`config.mk`:
```
export PLATFORM = sky130hd
export DESIGN_NAME = hfifo_rd_port
export DESIGN_NICKNAME = d
export VERILOG_FILES = /design/src/rtl/hfifo_rd_port.sv
export SDC_FILE = /design/constraint.sdc
export NUM_CORES = 1
export LEC_CHECK = 0
export BUFFER_PORTS_ARGS = -buffer_cell sky130_fd_sc_hd__buf_2
export CAP_MARGIN = 20
export CORE_UTILIZATION = 50
export DETAILED_ROUTE_END_ITERATION = 8
export GPL_TIMING_DRIVEN = 0
export PLACE_DENSITY_LB_ADDON = 0.12
export RECOVER_POWER = 25
export SLEW_MARGIN = 15
export SYNTH_ARGS = -nofsm -noshare
export SYNTH_HDL_FRONTEND = slang
export SYNTH_SLANG_ARGS = --single-unit
```
`constraint.sdc`:
```
create_clock -name clk -period 2.15 [get_ports clk]
set_input_delay 0 -clock clk [delete_from_list [all_inputs] [get_ports clk]]
set_output_delay 0 -clock clk [all_outputs]
set_load 0.05 [all_outputs]
```
`src/rtl/hfifo_rd_port.sv`:
```
module hfifo_rd_port #(
  parameter int CLK_MHZ     = 100,
  parameter int T_CYC_NS    = 165,
  parameter int T_ASRT_NS   = 32,
  parameter int T_DEASRT_NS = 13,
  parameter int DW          = 32,
  parameter int AW          = 7
) (
  input  logic          clk,
  input  logic          rst_n,
  input  logic          cs_n,
  input  logic          rd_n,
  input  logic          fifo_sel,
  input  logic [AW-1:0] addr,
  input  logic          dword_mode,
  input  logic [DW-1:0] fifo_head,
  input  logic          fifo_empty,
  output logic          fifo_pop,
  output logic          reg_rd,
  output logic [AW-1:0] reg_addr,
  input  logic [DW-1:0] reg_rdata,
  output logic [DW-1:0] rdata,
  output logic          data_oe,
  output logic          underrun,
  input  logic          underrun_clr,
  output logic          err_short_cyc,
  output logic          err_short_asrt,
  output logic          err_short_deasrt
);

  localparam int HW       = DW / 2;
  localparam int MIN_CYC  = (T_CYC_NS * CLK_MHZ + 999) / 1000;
  localparam int MIN_ASRT = (T_ASRT_NS * CLK_MHZ + 999) / 1000;
  localparam int MIN_DEA  = (T_DEASRT_NS * CLK_MHZ + 999) / 1000;
  localparam int CW       = $clog2(MIN_CYC + MIN_ASRT + MIN_DEA + 2) + 1;
  localparam logic [CW-1:0] LIM_CYC  = CW'(MIN_CYC);
  localparam logic [CW-1:0] LIM_ASRT = CW'(MIN_ASRT);
  localparam logic [CW-1:0] LIM_DEA  = CW'(MIN_DEA);
  localparam logic [CW-1:0] ONE      = CW'(1);

  logic [1:0]    cs_sy, rd_sy;
  logic          act, act_q, start, fin;
  logic          pop_pend, seen;
  logic [AW-1:0] cap_addr;
  logic [CW-1:0] asrt_cnt, dea_cnt, cyc_cnt;
  logic [HW-1:0] half;

  always_ff @(posedge clk or negedge rst_n)
    if (!rst_n) begin
      cs_sy <= 2'b11;
      rd_sy <= 2'b11;
      act_q <= 1'b0;
    end else begin
      cs_sy <= {cs_sy[0], cs_n};
      rd_sy <= {rd_sy[0], rd_n};
      act_q <= act;
    end

  assign act      = ~cs_sy[1] & ~rd_sy[1];
  assign start    = act & ~act_q;
  assign fin      = ~act & act_q;
  assign data_oe  = act_q;
  assign fifo_pop = fin & pop_pend;
  assign reg_addr = cap_addr;
  assign half     = addr[0] ? fifo_head[DW-1:HW] : fifo_head[HW-1:0];

  always_ff @(posedge clk or negedge rst_n)
    if (!rst_n) begin
      rdata    <= '0;
      cap_addr <= '0;
      pop_pend <= 1'b0;
      reg_rd   <= 1'b0;
      underrun <= 1'b0;
    end else begin
      reg_rd <= start & ~fifo_sel;
      if (start) begin
        cap_addr <= addr;
        if (!fifo_sel) begin
          pop_pend <= 1'b0;
        end else if (fifo_empty) begin
          rdata    <= '0;
          pop_pend <= 1'b0;
        end else begin
          rdata    <= dword_mode ? fifo_head : {{HW{1'b0}}, half};
          pop_pend <= dword_mode | addr[0];
        end
      end else if (reg_rd) begin
        rdata <= reg_rdata;
      end
      if (start && fifo_sel && fifo_empty) underrun <= 1'b1;
      else if (underrun_clr)               underrun <= 1'b0;
    end

  always_ff @(posedge clk or negedge rst_n)
    if (!rst_n) begin
      asrt_cnt         <= '0;
      dea_cnt          <= '0;
      cyc_cnt          <= '0;
      seen             <= 1'b0;
      err_short_cyc    <= 1'b0;
      err_short_asrt   <= 1'b0;
      err_short_deasrt <= 1'b0;
    end else begin
      if (start)                      asrt_cnt <= ONE;
      else if (act && asrt_cnt != '1) asrt_cnt <= asrt_cnt + ONE;
      if (fin)                        dea_cnt <= ONE;
      else if (!act && dea_cnt != '1) dea_cnt <= dea_cnt + ONE;
      if (start)                      cyc_cnt <= ONE;
      else if (cyc_cnt != '1)         cyc_cnt <= cyc_cnt + ONE;
      if (start) seen <= 1'b1;
      err_short_asrt   <= fin && (asrt_cnt < LIM_ASRT);
      err_short_deasrt <= start && seen && (dea_cnt < LIM_DEA);
      err_short_cyc    <= start && seen && (cyc_cnt < LIM_CYC);
    end

  AST_POP_SINGLE: assert property (@(posedge clk) disable iff (!rst_n) fifo_pop |=> !fifo_pop);
  AST_POP_CLOSES_OE: assert property (@(posedge clk) disable iff (!rst_n) fifo_pop |=> !data_oe);
  AST_RDATA_HELD: assert property (@(posedge clk) disable iff (!rst_n)
    (data_oe && $past(data_oe) && !$past(reg_rd)) |-> $stable(rdata));
  AST_UNDERRUN_ZERO: assert property (@(posedge clk) disable iff (!rst_n)
    $rose(underrun) |-> (data_oe && rdata == '0));
  AST_REG_NO_POP: assert property (@(posedge clk) disable iff (!rst_n) reg_rd |-> !fifo_pop);
  AST_ASRT_ERR_IDLE: assert property (@(posedge clk) disable iff (!rst_n) err_short_asrt |-> !data_oe);

endmodule

```
==> impl_metrics.yaml <==
detailed_routing:
  wire_per_inst_um: 17.3
  drc_errors: 0
  drt_iter0_drc: 342
  first_pass_iters: 5
  viasPerCell: 5.78
  totalWireLength_mm: 11.7
  postRouteAntennaNets: 0
  dr_total_vias: 3904
status:
  status: "finished, violations left"
  failed_checks: "capacitance limit, slew limit"
critical_path:
  crit_chain: "or4b_1 -> buf_2 -> a311oi_2 -> nor3_1 -> dlygate4sd3_1"
  endpoint_kind: "flop"
  r2r_end: "rdata[1]$_DFFE_PN0P_"
  crit_fanout: 9
  critPathLaunch: "data_oe$_DFF_PN0_"
  r2r_start: "data_oe$_DFF_PN0_"
  reg2regPathDepth: 5
  worst_ep_arrival_time_ns: 2.29
  cp-start-kind: "flop"
  rrSetupSlack_ns: 0.1
  crit_path_end: "rdata[1]$_DFFE_PN0P_"
  crit_path_max_incr_delay_ns: 0.55
  required_ns: 2.39
  cp_slowest_cell: "dlygate4sd3_1"
  crit_type: "flop to flop"
logic_synthesis:
  ys_warn_count: 0
  synth.area.top_cells: "dfrtp_1 46%, nor3_1 7.7%, nor4bb_1 5.1%, nand2_1 5.0%, a311oi_2 3.8%"
  synthDistinctLibCells: 50
  ys_seq_area_share_pct: 48.7
  synth_top_cells_by_count: "65 x dfrtp_1, 55 x nor3_1, 47 x nand2_1, 21 x a31oi_1, 20 x nand3_1"
  async_flop_share_pct: 100
  synth_top_area_cell: "dfrtp_1"
  yosys.area.top_type_share_pct: 45.8
  yosysMostFrequentCell: "dfrtp_1"
  synth_top_flop_cell: "dfrtp_1"
  synth_enable_flop_cells: 0
  syn_inst: 368
  synth_area_um2: 3550
  syn-mean-instance-area_um2: 9.65
  synth_fp_nets: 451
  synth_seq_cells: 69
floorplan:
  die_area_um2: 7450
  pin_count: 125
  die-height_um: 86.3
  initial_core_util_pct: 52.0
  coreArea_um2: 6830
  num_rows: 30
  die_w_um: 86.3
power_and_ir_drop:
  vdd_drop_max_mv: 0.494
  power_w: 0.00467
  power_density_nw_per_um2: 886
  leakagePower_nw: 2.40
clocking:
  cts_buffers: 9
  cts_tree: "done"
  cts_max_level: 3
  clkTransAtPathRegs_ns: 0.08
  cts_sinks: 69
  worstSkewPairLatency_ns: 0.35
  clk_path_buf_depth: 2
  cts_root_buf: "clkbuf_8"
  cts_setup_buffers: 0
global_routing:
  antenna_found_initial: 0
  grt_pass1_vias: 3918
  grt_pass1_wl_mm: 18.5
  grt_usage_pct: 32.4
  grt_max_degree: 45
  overflow: 0
sta:
  setup_viol: 0
  finClkSkew_ns: 0.00834
  worst_pin_slew_ns: 1.53
  rsz0062_at_grt: "false"
  slew_headroom_pct: -2.33
  maxSlewViolCount: 26
  fin_crit_sh_pct: 95.5
  fin_setup_tns_ns: 0
  period_needed_ns: 2.05
  hold_violations: 0
  fmax_mhz: 487
placed_design:
  dpl.hpwl_mm: 6.95
  gp_congestion: 0.888
  io_buffers: 124
hold_path:
  hp-class: "primary input to flop"
finish:
  insertedDiodeCount: 0
  nets: 657
  syn_to_final_growth_pct: 48.2
  drive_gt1_share_pct: 29.5
flow_run:
  max_cap_violations: 1
==> registers in the layout, summed over array words and instances, names as in the netlist, 2 cells and up <==
name      count
asrt_cnt      6
cs_sy         2
cyc_cnt       6
dea_cnt       6
rd_sy         2
rdata        32
reg_addr      7
==> metal layers <==
layer	GRT usage [%]	part of all wire (%)
met1	35.4	38
met4	19.5	4.8
met3	8.57	8.2
met2	56.4	49
met5	0	0
==> report_power, final <==
group | internal, W | leakage [nW] | switching [W] | total, W
Clock | 0.000771 | 0.116 | 0.000523 | 0.00129
Sequential | 0.00155 | 0.820 | 0.000197 | 0.00175
Combinational | 0.000537 | 1.46 | 0.00109 | 0.00163
==> cells by family (layout without fill, tap and decap cells) <==
family,after synthesis,count (layout),synth area share (%)
AOI/OAI and AO/OA,70,70,16.2
muxes,3,3,0.916
and+or+nand+nor,187,187,28.4
DFF,69,69,48.7
buffers and inverters,35,246,4.33
adders and majority gates,4,4,1.41
==> timing repair <==
| item | 4_1_cts | 5_1_grt |
|---|---|---|
| endpoints found under the setup margin | 0 | 1 |
| endpoints found under the hold margin | 108 | 0 |
| gates resized for setup | 0 | 1 |
| hold buffers | 70 | 0 |
==> layout make-up <==
class                           instances  area [um2]
Inverter                                6        22.5
Buffer                                 29         131
Clock buffer                           10         128
Tap cell                               96         120
Fill cell                             459        1570
Timing Repair Buffer                  195        1350
Sequential cell                        69        1730
Multi-Input combinational cell        264        1670
Clock inverter                          6         111
==> through the flow <==
| stage | instance area, um2 | hold slack [ns] | worst slack (ns) | instances | utilization (%) |
|---|---|---|---|---|---|
| 6_report | 5270 | 0.00986 | 0.0960 | 675 | 77.1 |
| 5_1_grt | 5270 | 0.0207 | 0.00974 | 675 | 77.1 |
| 4_1_cts | 5260 | 0.00297 | 0.0717 | 675 | 77.0 |
| 3_5_place_dp | 4320 | -0.0602 | 0.310 | 589 | 63.3 |
| 3_3_place_gp | 4290 | 0.106 | 0.327 | 588 | 62.8 |
| 2_1_floorplan | 3550 | -0.296 | 0.368 | 368 | - |
==> worst min-delay path by stage <==
stage,startpoint,to,cells past startpoint
global route,fifo_head[6],rdata[6]$_DFFE_PN0P_,3
CTS,fifo_head[14],rdata[14]$_DFFE_PN0P_,3
floorplan,rst_n,asrt_cnt[0]$_DFFE_PN0P_,0
global placement,cs_n,cs_sy[0]$_DFF_PN1_,1
detailed placement,rst_n,rdata[11]$_DFFE_PN0P_,1
finish,fifo_head[13],rdata[13]$_DFFE_PN0P_,3
==> critical path: cells and delay by family (launching register included) <==
| family | cells | cell delay, ns |
|---|---|---|
| buffers and inverters | 2 | 0.75 |
| AO/OA/AOI/OAI | 1 | 0.20 |
| flip-flops | 1 | 0.41 |
| AND/OR/NAND/NOR | 2 | 0.58 |
==> cell usage in the layout (no fill, tap or decap), drive strengths merged, types with 2 or more instances in the layout <==
master         n
inv            5
mux2           2
nor3          55
nand2         48
dlygate4sd3   70
o2111ai        2
nor2b          2
nor2          19
a311oi        16
nor4b          2
o211a          3
o211ai         2
a21oi          8
and2           2
a41o           2
a41oi          2
or4            2
o21ai          5
dfrtp         65
clkbuf        24
ha             4
a211oi         2
or3            2
a31oi         21
nand2b         5
nand4          2
and3           6
nand3         20
buf          140
o31ai          2
bufinv         3
dfstp          4
clkinv         3
nor4bb        18
Note: power is estimated with default switching activity, not from simulation.
